==> src/rtl/sss_pkg.sv <==
// Package: shared sizing helpers for the host-clocked serial shifter.
// Assumes nothing beyond standard integer arithmetic.
package sss_pkg;
    localparam int DEF_RES_W       = 18;
    localparam int DEF_HALF_CYCLES = 16;
    localparam int DEF_SYNC_STAGES = 2;

    // Width needed to count from 0 up to and including n.
    function automatic int cnt_width(input int n);
        return $clog2(n + 1);
    endfunction
endpackage

==> src/rtl/sss_sync_edge.sv <==
// Module: synchronizes the asynchronous host clock into the system domain
// and flags any change of its synchronized level.
// Assumes the system clock is at least four times the host clock, so that
// every host level is held for two or more system cycles.
module sss_sync_edge #(
    parameter int STAGES = sss_pkg::DEF_SYNC_STAGES
) (
    input  logic clk,
    input  logic rst_n,
    input  logic async_in,
    output logic level,
    output logic any_edge
);
    logic [STAGES:0] pipe;

    // Shift the asynchronous input through the synchronizer and one history flop.
    always_ff @(posedge clk) begin
        if (!rst_n) pipe <= '0;
        else        pipe <= {pipe[STAGES-1:0], async_in};
    end

    assign level    = pipe[STAGES-1];
    assign any_edge = pipe[STAGES-1] ^ pipe[STAGES];
endmodule

==> src/rtl/sss_shift_core.sv <==
// Module: frame tracking, idle-level capture, bit counter and shift register.
// Assumes cs_n and rd_n are synchronous to clk; level/any_edge come from the
// synchronizer. An edge shifts only when it leaves the idle level latched at
// the falling edge of cs_n.
module sss_shift_core #(
    parameter int RES_W = sss_pkg::DEF_RES_W
) (
    input  logic             clk,
    input  logic             rst_n,
    input  logic             cs_n,
    input  logic             rd_n,
    input  logic             slave_on,
    input  logic             mode_ok,
    input  logic             level,
    input  logic             any_edge,
    input  logic [RES_W-1:0] result_in,
    output logic             sdout
);
    localparam int CNT_W = sss_pkg::cnt_width(RES_W);
    localparam logic [CNT_W-1:0] LAST = CNT_W'(RES_W);

    logic             cs_q;
    logic             idle_lvl;
    logic [CNT_W-1:0] bit_cnt;
    logic [RES_W-1:0] shreg;
    logic             frame, cs_fall, leave_idle, accept;

    assign frame      = !cs_n && !cs_q;
    assign cs_fall    = !cs_n && cs_q;
    assign leave_idle = any_edge && (level != idle_lvl);
    assign accept     = frame && leave_idle && !rd_n && slave_on && mode_ok
                        && (bit_cnt != LAST);

    // Remember the previous chip select to find its falling edge.
    always_ff @(posedge clk) begin
        if (!rst_n) cs_q <= 1'b1;
        else        cs_q <= cs_n;
    end

    // Latch the host clock idle level at the start of a frame.
    always_ff @(posedge clk) begin
        if (!rst_n)       idle_lvl <= 1'b0;
        else if (cs_fall) idle_lvl <= level;
    end

    // Count accepted bits; chip select high restarts the frame.
    always_ff @(posedge clk) begin
        if (!rst_n || cs_n) bit_cnt <= '0;
        else if (accept)    bit_cnt <= bit_cnt + 1'b1;
    end

    // Shift the result, taking a fresh copy on the first accepted edge.
    always_ff @(posedge clk) begin
        if (!rst_n)      shreg <= '0;
        else if (accept) shreg <= ((bit_cnt == '0) ? result_in : shreg) << 1;
    end

    // Drive the current bit, or 0 outside a frame and after the last bit.
    always_comb begin
        if (frame && slave_on && (bit_cnt != LAST))
            sdout = (bit_cnt == '0) ? result_in[RES_W-1] : shreg[RES_W-1];
        else
            sdout = 1'b0;
    end

    AST_CNT_BOUND: assert property (@(posedge clk) disable iff (!rst_n)
        bit_cnt <= LAST) else $error("bit count out of range");
    AST_CS_CLEARS: assert property (@(posedge clk) disable iff (!rst_n)
        cs_n |=> (bit_cnt == '0)) else $error("count not cleared");
    AST_RD_FREEZES: assert property (@(posedge clk) disable iff (!rst_n)
        (!cs_n && rd_n) |=> $stable(bit_cnt)) else $error("shift with rd_n high");
    AST_DONE_ZERO: assert property (@(posedge clk) disable iff (!rst_n)
        (bit_cnt == LAST) |-> !sdout) else $error("data after last bit");
endmodule

==> src/rtl/sss_busy_watch.sv <==
// Module: times the busy period and raises a sticky flag when a host clock
// edge arrives in its second half. Assumes busy is synchronous to clk and
// that a conversion start is a rising edge of busy.
module sss_busy_watch #(
    parameter int HALF_CYCLES = sss_pkg::DEF_HALF_CYCLES
) (
    input  logic clk,
    input  logic rst_n,
    input  logic busy,
    input  logic any_edge,
    output logic flag
);
    localparam int TW = sss_pkg::cnt_width(HALF_CYCLES);
    localparam logic [TW-1:0] HALF = TW'(HALF_CYCLES);

    logic          busy_q;
    logic [TW-1:0] busy_age;
    logic          conv_start, late;

    assign conv_start = busy && !busy_q;
    assign late       = busy && (busy_age == HALF);

    // Delay busy by one cycle to find conversion starts.
    always_ff @(posedge clk) begin
        if (!rst_n) busy_q <= 1'b0;
        else        busy_q <= busy;
    end

    // Count cycles spent in busy, saturating at the half-way mark.
    always_ff @(posedge clk) begin
        if (!rst_n || !busy)    busy_age <= '0;
        else if (busy_age != HALF) busy_age <= busy_age + 1'b1;
    end

    // Set on a late edge, clear on the next conversion start.
    always_ff @(posedge clk) begin
        if (!rst_n)                flag <= 1'b0;
        else if (conv_start)       flag <= 1'b0;
        else if (late && any_edge) flag <= 1'b1;
    end

    AST_FLAG_STICKY: assert property (@(posedge clk) disable iff (!rst_n)
        (flag && !conv_start) |=> flag) else $error("flag dropped");
    AST_FLAG_CLEAR: assert property (@(posedge clk) disable iff (!rst_n)
        conv_start |=> !flag) else $error("flag not cleared");
endmodule

==> src/rtl/slave_serial_shifter.sv <==
// Module: top of the host-clocked serial result shifter. Connects the
// synchronizer, the shift core and the busy watcher. Assumes clk is at
// least four times the host clock and that cs_n, rd_n, busy are clk-synchronous.
module slave_serial_shifter #(
    parameter int RES_W       = sss_pkg::DEF_RES_W,
    parameter int HALF_CYCLES = sss_pkg::DEF_HALF_CYCLES
) (
    input  logic             clk,
    input  logic             rst_n,
    input  logic             sclk_in,
    input  logic             cs_n,
    input  logic             rd_n,
    input  logic             ext_clk_sel,
    input  logic             read_during,
    input  logic             busy,
    input  logic [RES_W-1:0] result_in,
    output logic             sdout,
    output logic             late_edge_flag
);
    logic sclk_lvl, sclk_edge, mode_ok;

    // Read-after mode holds the shifter while a conversion is running.
    assign mode_ok = read_during || !busy;

    sss_sync_edge #(.STAGES(sss_pkg::DEF_SYNC_STAGES)) u_sync (
        .clk(clk), .rst_n(rst_n), .async_in(sclk_in),
        .level(sclk_lvl), .any_edge(sclk_edge)
    );

    sss_shift_core #(.RES_W(RES_W)) u_core (
        .clk(clk), .rst_n(rst_n), .cs_n(cs_n), .rd_n(rd_n),
        .slave_on(ext_clk_sel), .mode_ok(mode_ok),
        .level(sclk_lvl), .any_edge(sclk_edge),
        .result_in(result_in), .sdout(sdout)
    );

    sss_busy_watch #(.HALF_CYCLES(HALF_CYCLES)) u_watch (
        .clk(clk), .rst_n(rst_n), .busy(busy), .any_edge(sclk_edge),
        .flag(late_edge_flag)
    );

    AST_OFF_SILENT: assert property (@(posedge clk) disable iff (!rst_n)
        !ext_clk_sel |-> !sdout) else $error("data while slave off");
endmodule

==> config.mk <==
export PLATFORM = sky130hd
export DESIGN_NAME = slave_serial_shifter
export DESIGN_NICKNAME = d
export VERILOG_FILES = /design/src/rtl/sss_pkg.sv /design/src/rtl/sss_sync_edge.sv /design/src/rtl/sss_shift_core.sv /design/src/rtl/sss_busy_watch.sv /design/src/rtl/slave_serial_shifter.sv
export SDC_FILE = /design/constraint.sdc
export NUM_CORES = 1
export LEC_CHECK = 0
export ABC_AREA = 1
export BUFFER_PORTS_ARGS = -buffer_cell sky130_fd_sc_hd__buf_4
export CORE_MARGIN = 4
export CORE_UTILIZATION = 40
export DETAILED_ROUTE_END_ITERATION = 16
export SETUP_SLACK_MARGIN = 0.4
export SKIP_LAST_GASP = 1
export SYNTH_ARGS = -nofsm -noshare
export SYNTH_HDL_FRONTEND = slang
export SYNTH_SLANG_ARGS = --single-unit
==> constraint.sdc <==
create_clock -name clk -period 1.9 [get_ports clk]
set_clock_uncertainty 0.15 [all_clocks]
set_input_delay 0.19 -clock clk [delete_from_list [all_inputs] [get_ports clk]]
set_output_delay 0.19 -clock clk [all_outputs]
set_load 0.01 [all_outputs]
==> out/results.txt, run 1 <==
Final setup margin -> 0.213 ns
CTS root buffer -> clkbuf_8
Cells after DPL -> 345
Design Area, Final -> 0.00240 sq mm
Outcome -> finished, final reports clean
R2R depth -> 9
Hold Fails Final Rpt -> 0
Area Growth Syn to Fin -> 30.9%
Top_reg_cell synth -> dfxtp_1
Number of enable flip-flop cells after synthesis -> 0
Core Region -> 0.00441 sq mm
Hpwl dp -> 2440 um
Worst-skew pair later-pin latency -> 0.28 ns
RR Startpoint -> u_core.bit_cnt[0]
Seq cells post-synth -> 34
Port Buf Inserts -> 27
Slowest-stage cell, CP -> dfxtp_4
Synth top area cells -> dfxtp_1, nand2_1, nand3_1, nor2_1, inv_1
Post-synthesis sequential area ratio -> 37.1%
CP Cell Sequence -> inv_2, ha_4, inv_2, nor2_4, nand2_4, o21ai_4, a21oi_4, buf_6
ANT nets after route -> 0
CP dominant cell by count -> inv_2
Worst hold path stage count -> 4
Final setup fails -> 0
Syn Nets -> 302
Vias -> 1688
Leading cell type in the layout, fill and taps excluded -> nand2_1
Die ar. -> 0.00574 sq mm
DR DRC count -> 0
Slowest Stage Delay on Critical Path -> 0.36 ns
Measured slew at the worst slew-check pin -> 0.295 ns
Clk buf depth -> 2
H-tree levels -> 2
Initial Utilization -> 41.6%
Min-delay worst type -> in -> reg
Wire per inst -> 10.8 um
CTS tree -> yes
Pin count of the biggest net entering global routing -> 24
MaxCap Viol Count -> 0
Yosys warns -> 0
Area share of the largest cell type after synthesis -> 37.1%
Synthesized area per cell -> 6.78 sq um
Setup Crit Path Kind -> reg -> out
Cells after Synth -> 271
Setup TNS -> 0 ns
Vias in the first global route -> 1520
Worst vdd ir -> 0.355 mV
Hold_sp -> cs_n
Pre-CTS WS -> 0.236 ns
Power Density -> 582 mW/mm^2
Slew Viols, Final -> 0
Unique masters post-synth -> 24
Width of the die -> 75.8 um
Via-to-Cell Ratio -> 4.62
Fmax -> 593 MHz
IO Pins -> 28
All-Layer GR Usage -> 15.2%
R2R Setup Slk -> 0.36 ns
Total Routed Length -> 3930 um
Initial antenna violation count -> 0
Tmin final -> 1.69 ns
Worst-path maximum fanout -> 4
Hold_ws -> 0.0420 ns
RSZ-0062 raised after global routing -> yes
Cell taking the most area after synthesis -> dfxtp_1
Post-Syn Area -> 0.00184 sq mm
Sink Count -> 34
Relative slew slack -> 80.3%
Drt first pass iters -> 6
Number of cell rows -> 24
TritonCTS Buffers -> 5
Utilization after layout -> 54.5%
Crit Reg-Reg Endpoint -> u_core.shreg[4]
Ant diodes -> 0
Clock transition at path regs -> 0.06 ns
Nets -> 343
Startpoint Class -> flip-flop
Layout cells sized above 1 -> 26.8%
Placed Area -> 0.00211 sq mm
Total congestion overflow -> 0
Die Ht -> 75.8 um
Final std cells w/o fill -> 365
Async SR Flop Fraction -> 0%
CP Data Required Time -> 1.56 ns
Worst Path Arrival -> 1.35 ns
First-pass GRT wire length -> 6640 um
Worst min-delay path endpoint -> u_core.idle_lvl
Pleak -> 1.20 nW
Most frequent cells in the layout -> nand2_1, nor2_1, buf_4, dfxtp_1, inv_1
Pwr Total -> 1.40 mW
DRT iter0 DRCs -> 85
GPL Wtd Cong -> 0.727
CP Capture Type -> output pin
Crit share post-route -> 88.8%
kinds of logic (layout without fill, tap and decap cells):
logic type	count (synthesis)	count (layout)	synth area share, %
fa+ha+maj	5	5	3.41
flops	34	34	37.1
buf+inv	45	83	11.6
compound gates	17	17	4.97
simple gates	166	170	41.1
xor+xnor	4	4	1.91
worst max-delay path by stage:
stage                            from                 to  slack [ns]  depth (start not counted)
finish              u_core.bit_cnt[1]              sdout        0.21                          8
floorplan           u_core.bit_cnt[0]              sdout        0.37                          8
CTS                 u_core.bit_cnt[1]              sdout        0.20                          8
detailed placement  u_core.bit_cnt[0]   u_core.shreg[17]        0.24                          8
global placement    u_core.bit_cnt[0]  u_core.bit_cnt[1]        0.29                          8
global route        u_core.bit_cnt[1]              sdout        0.15                          8
area by class of cell:
| cell class | count | area [sq um] |
|---|---|---|
| timing repair buffer | 39 | 340 |
| tap | 52 | 65.1 |
| multi-input combinational | 196 | 1080 |
| sequential | 34 | 688 |
| inverter | 36 | 138 |
| fill | 451 | 2010 |
| clock buffer | 7 | 86.3 |
| clock inverter | 1 | 5.00 |
synth_stat cells, types with 3 or more instances:
cell / count
buf_4: 4
inv_2: 3
o21ai_0: 4
a21oi_1: 12
nand2_1: 76
nand3_1: 30
dfxtp_1: 34
inv_1: 33
nand4_1: 3
xor2_1: 3
nand2_2: 11
nor2_1: 39
ha_1: 5
timing repair:
item | CTS | global route
hold buffers | 1 | 0
pin swaps | 8 | 1
endpoints found under the setup margin | 22 | 23
hold endpoints to repair | 1 | 0
buffers inserted | 7 | 0
gates cloned | 3 | 1
gates resized for setup | 11 | 5
power breakdown:
| part | total, mW | internal [mW] | switching [mW] |
|---|---|---|---|
| Combinational | 0.124 | 0.0658 | 0.0584 |
| Sequential | 0.725 | 0.719 | 0.00661 |
| Clock | 0.549 | 0.292 | 0.257 |
| Total | 1.40 | 1.08 | 0.322 |
metal layers:
| metal | share of wire [%] | vias up | GRT usage [%] | wire length [um] |
|---|---|---|---|---|
| li1 | - | 919 | - | - |
| met5 | 0 | - | 0 | 0 |
| met2 | 47 | 27 | 25.2 | 1860 |
| met4 | 0.66 | 0 | 4.08 | 26 |
| met1 | 47 | 738 | 18.8 | 1850 |
| met3 | 5.0 | 4 | 4.88 | 198 |
flip-flops by register name (all words and copies together) (netlist names):
name	flops
u_sync.pipe	3
u_watch.busy_q	1
u_watch.flag	1
u_core.shreg	17
u_core.idle_lvl	1
u_core.bit_cnt	5
u_watch.busy_age	5
u_core.cs_q	1
critical path, delay by kind of cell, from the launching register on:
| kind | cells | cell delay [ns] |
|---|---|---|
| AO/OA/AOI/OAI | 2 | 0.18 |
| flip-flops | 1 | 0.36 |
| adder cells (fa/ha/maj) | 1 | 0.12 |
| AND/OR/NAND/NOR | 2 | 0.18 |
| buffers and inverters | 3 | 0.22 |
(Power assumes the default switching activity.)
==> run 2: changes to the inputs <==
--- a/config.mk
+++ b/config.mk
@@ -10,7 +10,6 @@
 export CORE_MARGIN = 4
 export CORE_UTILIZATION = 40
 export DETAILED_ROUTE_END_ITERATION = 16
-export SETUP_SLACK_MARGIN = 0.4
 export SKIP_LAST_GASP = 1
 export SYNTH_ARGS = -nofsm -noshare
 export SYNTH_HDL_FRONTEND = slang
==> run 2 against run 1 <==
Effect of this change:
- cell area is 9.2% lower
- register-to-register slack worse by 0.20 ns
- final cell count is 2.5% lower
- sequential cell count stayed put
- sequential share of layout area is 2.7 points higher
- die area stayed put
- first-iteration DRC count is 8.2% higher
- non-clock buffer count is 4 lower
- power is 4.9% lower
- combinational power is 15% lower
- critical path type unchanged
- largest power group unchanged
==> out/results.txt, run 2 (same netlist as run 1, synthesis figures left out) <==
Relative slew slack -> 81.5% (was 80.3%)
Comb power frac -> 8.0% (was 8.9%)
ANT nets after route -> 0 (unchanged)
Vias -> 1640 (was 1688)
Min-delay worst type -> in -> reg (unchanged)
Tmin final -> 1.80 ns (was 1.69 ns)
Initial antenna violation count -> 0 (unchanged)
Pre-CTS WS -> 0.188 ns (was 0.236 ns)
Worst-skew pair later-pin latency -> 0.28 ns (about the same)
Port Buf Inserts -> 27 (unchanged)
Outcome -> finished, final reports clean (unchanged)
Pin count of the biggest net entering global routing -> 38 (was 24)
Slew Viols, Final -> 0 (unchanged)
Cells after DPL -> 346 (was 345)
Startpoint Class -> flip-flop (unchanged)
Number of cell rows -> 24 (unchanged)
Initial Utilization -> 41.6% (unchanged)
Final std cells w/o fill -> 356 (was 365)
Power Density -> 609 mW/mm^2 (was 582 mW/mm^2)
CP Cell Sequence -> inv_1, ha_1, inv_1, nor2_4, nand2_4, o21ai_0, a21oi_1, buf_4 (was inv_2, ha_4, inv_2, nor2_4, nand2_4, o21ai_4, a21oi_4, buf_6)
RR Startpoint -> u_core.bit_cnt[0] (unchanged)
Total congestion overflow -> 0 (unchanged)
R2R depth -> 10 (was 9)
Setup TNS -> 0 ns (unchanged)
H-tree levels -> 2 (unchanged)
First-pass GRT wire length -> 6040 um (was 6640 um)
CTS tree -> yes (unchanged)
Worst vdd ir -> 0.270 mV (was 0.355 mV)
Crit Reg-Reg Endpoint -> u_core.shreg[2] (was u_core.shreg[4])
Die ar. -> 0.00574 sq mm (unchanged)
Core Region -> 0.00441 sq mm (unchanged)
Hold Fails Final Rpt -> 0 (unchanged)
Leading cell type in the layout, fill and taps excluded -> nand2_1 (unchanged)
CP Capture Type -> output pin (unchanged)
Top reg by flops -> u_core.shreg (unchanged)
IO Pins -> 28 (unchanged)
Reg power frac -> 54.8% (was 51.9%)
Total Routed Length -> 3640 um (was 3930 um)
Slowest-stage cell, CP -> dfxtp_2 (was dfxtp_4)
CP delay by family, top -> flip-flops (unchanged)
All-Layer GR Usage -> 14.0% (was 15.2%)
Final setup margin -> 0.0954 ns (was 0.213 ns)
Clock transition at path regs -> 0.06 ns (about the same)
Setup Crit Path Kind -> reg -> out (unchanged)
Area Growth Syn to Fin -> 18.9% (was 30.9%)
Crit share post-route -> 95.0% (was 88.8%)
Drt first pass iters -> 5 (was 6)
Vias in the first global route -> 1393 (was 1520)
CP bufs+invs -> 3 (unchanged)
Final setup fails -> 0 (unchanged)
CP Data Required Time -> 1.56 ns (about the same)
Worst hold path stage count -> 4 (unchanged)
MaxCap Viol Count -> 0 (unchanged)
R2R Setup Slk -> 0.16 ns (was 0.36 ns)
Utilization after layout -> 49.5% (was 54.5%)
Ant diodes -> 0 (unchanged)
Power share of the clock group -> 37.3% (was 39.2%)
Worst min-delay path endpoint -> u_core.idle_lvl (unchanged)
Fmax -> 554 MHz (was 593 MHz)
Measured slew at the worst slew-check pin -> 0.277 ns (was 0.295 ns)
Max reg flops -> 17 (unchanged)
Sink Count -> 34 (unchanged)
Nets -> 335 (was 343)
Via-to-Cell Ratio -> 4.61 (was 4.62)
CTS root buffer -> clkbuf_8 (unchanged)
Most frequent cells in the layout -> nand2_1, nor2_1, buf_4, inv_1, dfxtp_1 (was nand2_1, nor2_1, buf_4, dfxtp_1, inv_1)
Slowest Stage Delay on Critical Path -> 0.32 ns (was 0.36 ns)
Wire per inst -> 10.2 um (was 10.8 um)
Sw power -> 299 uW (was 322 uW)
Worst Path Arrival -> 1.46 ns (was 1.35 ns)
Width of the die -> 75.8 um (unchanged)
Top flop regs -> u_core.shreg x17, u_core.bit_cnt x5, u_watch.busy_age x5 (unchanged)
Die Ht -> 75.8 um (unchanged)
Worst setup path startpoint -> u_core.bit_cnt[0] (was u_core.bit_cnt[1])
Pleak -> 1.10 nW (was 1.20 nW)
Switching fraction of total power -> 22.5% (was 23.0%)
GPL Wtd Cong -> 0.778 (was 0.727)
Hold_ws -> 0.0444 ns (was 0.0420 ns)
Internal power -> 1.03 mW (was 1.08 mW)
Hold_sp -> cs_n (unchanged)
DR DRC count -> 0 (unchanged)
CP dominant cell by count -> inv_1 (was inv_2)
Worst-path maximum fanout -> 8 (was 4)
Layout cells sized above 1 -> 21.4% (was 26.8%)
DRT iter0 DRCs -> 92 (was 85)
Hpwl dp -> 2450 um (was 2440 um)
Clk buf depth -> 2 (unchanged)
TritonCTS Buffers -> 5 (unchanged)
## run 2: cell count changes in the layout (fill, tap and decap cells not counted), sizes merged
| cell | before | now |
|---|---|---|
| buf | 38 | 34 |
| clkinv | 1 | 0 |
| nand2 | 92 | 88 |
## run 2: final cells by class
type | count | area [sq um]
inverters | 36 | 135
fillers | 440 | 2230
multi-input cells | 192 | 958
repair buffers | 35 | 265
clock buffers | 7 | 76.3
flip-flops and latches | 34 | 683
well taps | 52 | 65.1
## run 2: routing by layer
layer  track usage [%]  wire, um  part of all wire, %  vias up
li1                  -         -                    -      894
met1              17.8      1800                   49      708
met2              21.8      1560                   43       32
met3              4.62       212                  5.8        6
met4              5.83        65                  1.8        0
met5                 0         0                    0        -
## run 2: repair_timing
item / in CTS / in global routing
endpoints found under the hold margin: 1 / 0
buffers inserted: 1 / 1
gates resized for setup: 2 / 4
setup endpoints to repair: 1 / 7
hold buffers: 1 / 0
pin swaps: 2 / 0
## run 2: through the flow
step | cell area, sq um | power (mW)
after floorplan | 1840 | 0.799
after global placement | 2060 | 0.850
after detailed placement | 2060 | 0.850
after CTS | 2160 | 1.36
after global routing | 2180 | 1.41
final | 2180 | 1.33
## run 2: power by group through the flow
| stage | clock, mW | sequential, mW | combinational [mW] |
|---|---|---|---|
| CTS | 0.520 | 0.728 | 0.108 |
| global placement | 0 | 0.744 | 0.105 |
| floorplan | 0 | 0.743 | 0.0565 |
| detailed placement | 0 | 0.745 | 0.105 |
| global route | 0.558 | 0.729 | 0.121 |
| finish | 0.496 | 0.728 | 0.106 |
## run 2: how the worst max path moves through the flow
stage / end / slack, ns / cells after the start
2_1_floorplan: sdout / 0.20 / 7
3_3_place_gp: sdout / 0.20 / 8
3_5_place_dp: sdout / 0.19 / 8
4_1_cts: sdout / 0.03 / 8
5_1_grt: u_core.shreg[3] / -0.01 / 10
6_report: sdout / 0.1 / 8
## run 2: worst reg2reg max path: stages (launching register included)
cell	delay (ns)
dfxtp_2	0.32
inv_1	0.10
ha_2	0.19
nand2_2	0.06
nor2_4	0.16
nor2_8	0.06
buf_4	0.18
nand2_8	0.23
nand2_1	0.09
nand2_1	0.07
nor2_1	0.04
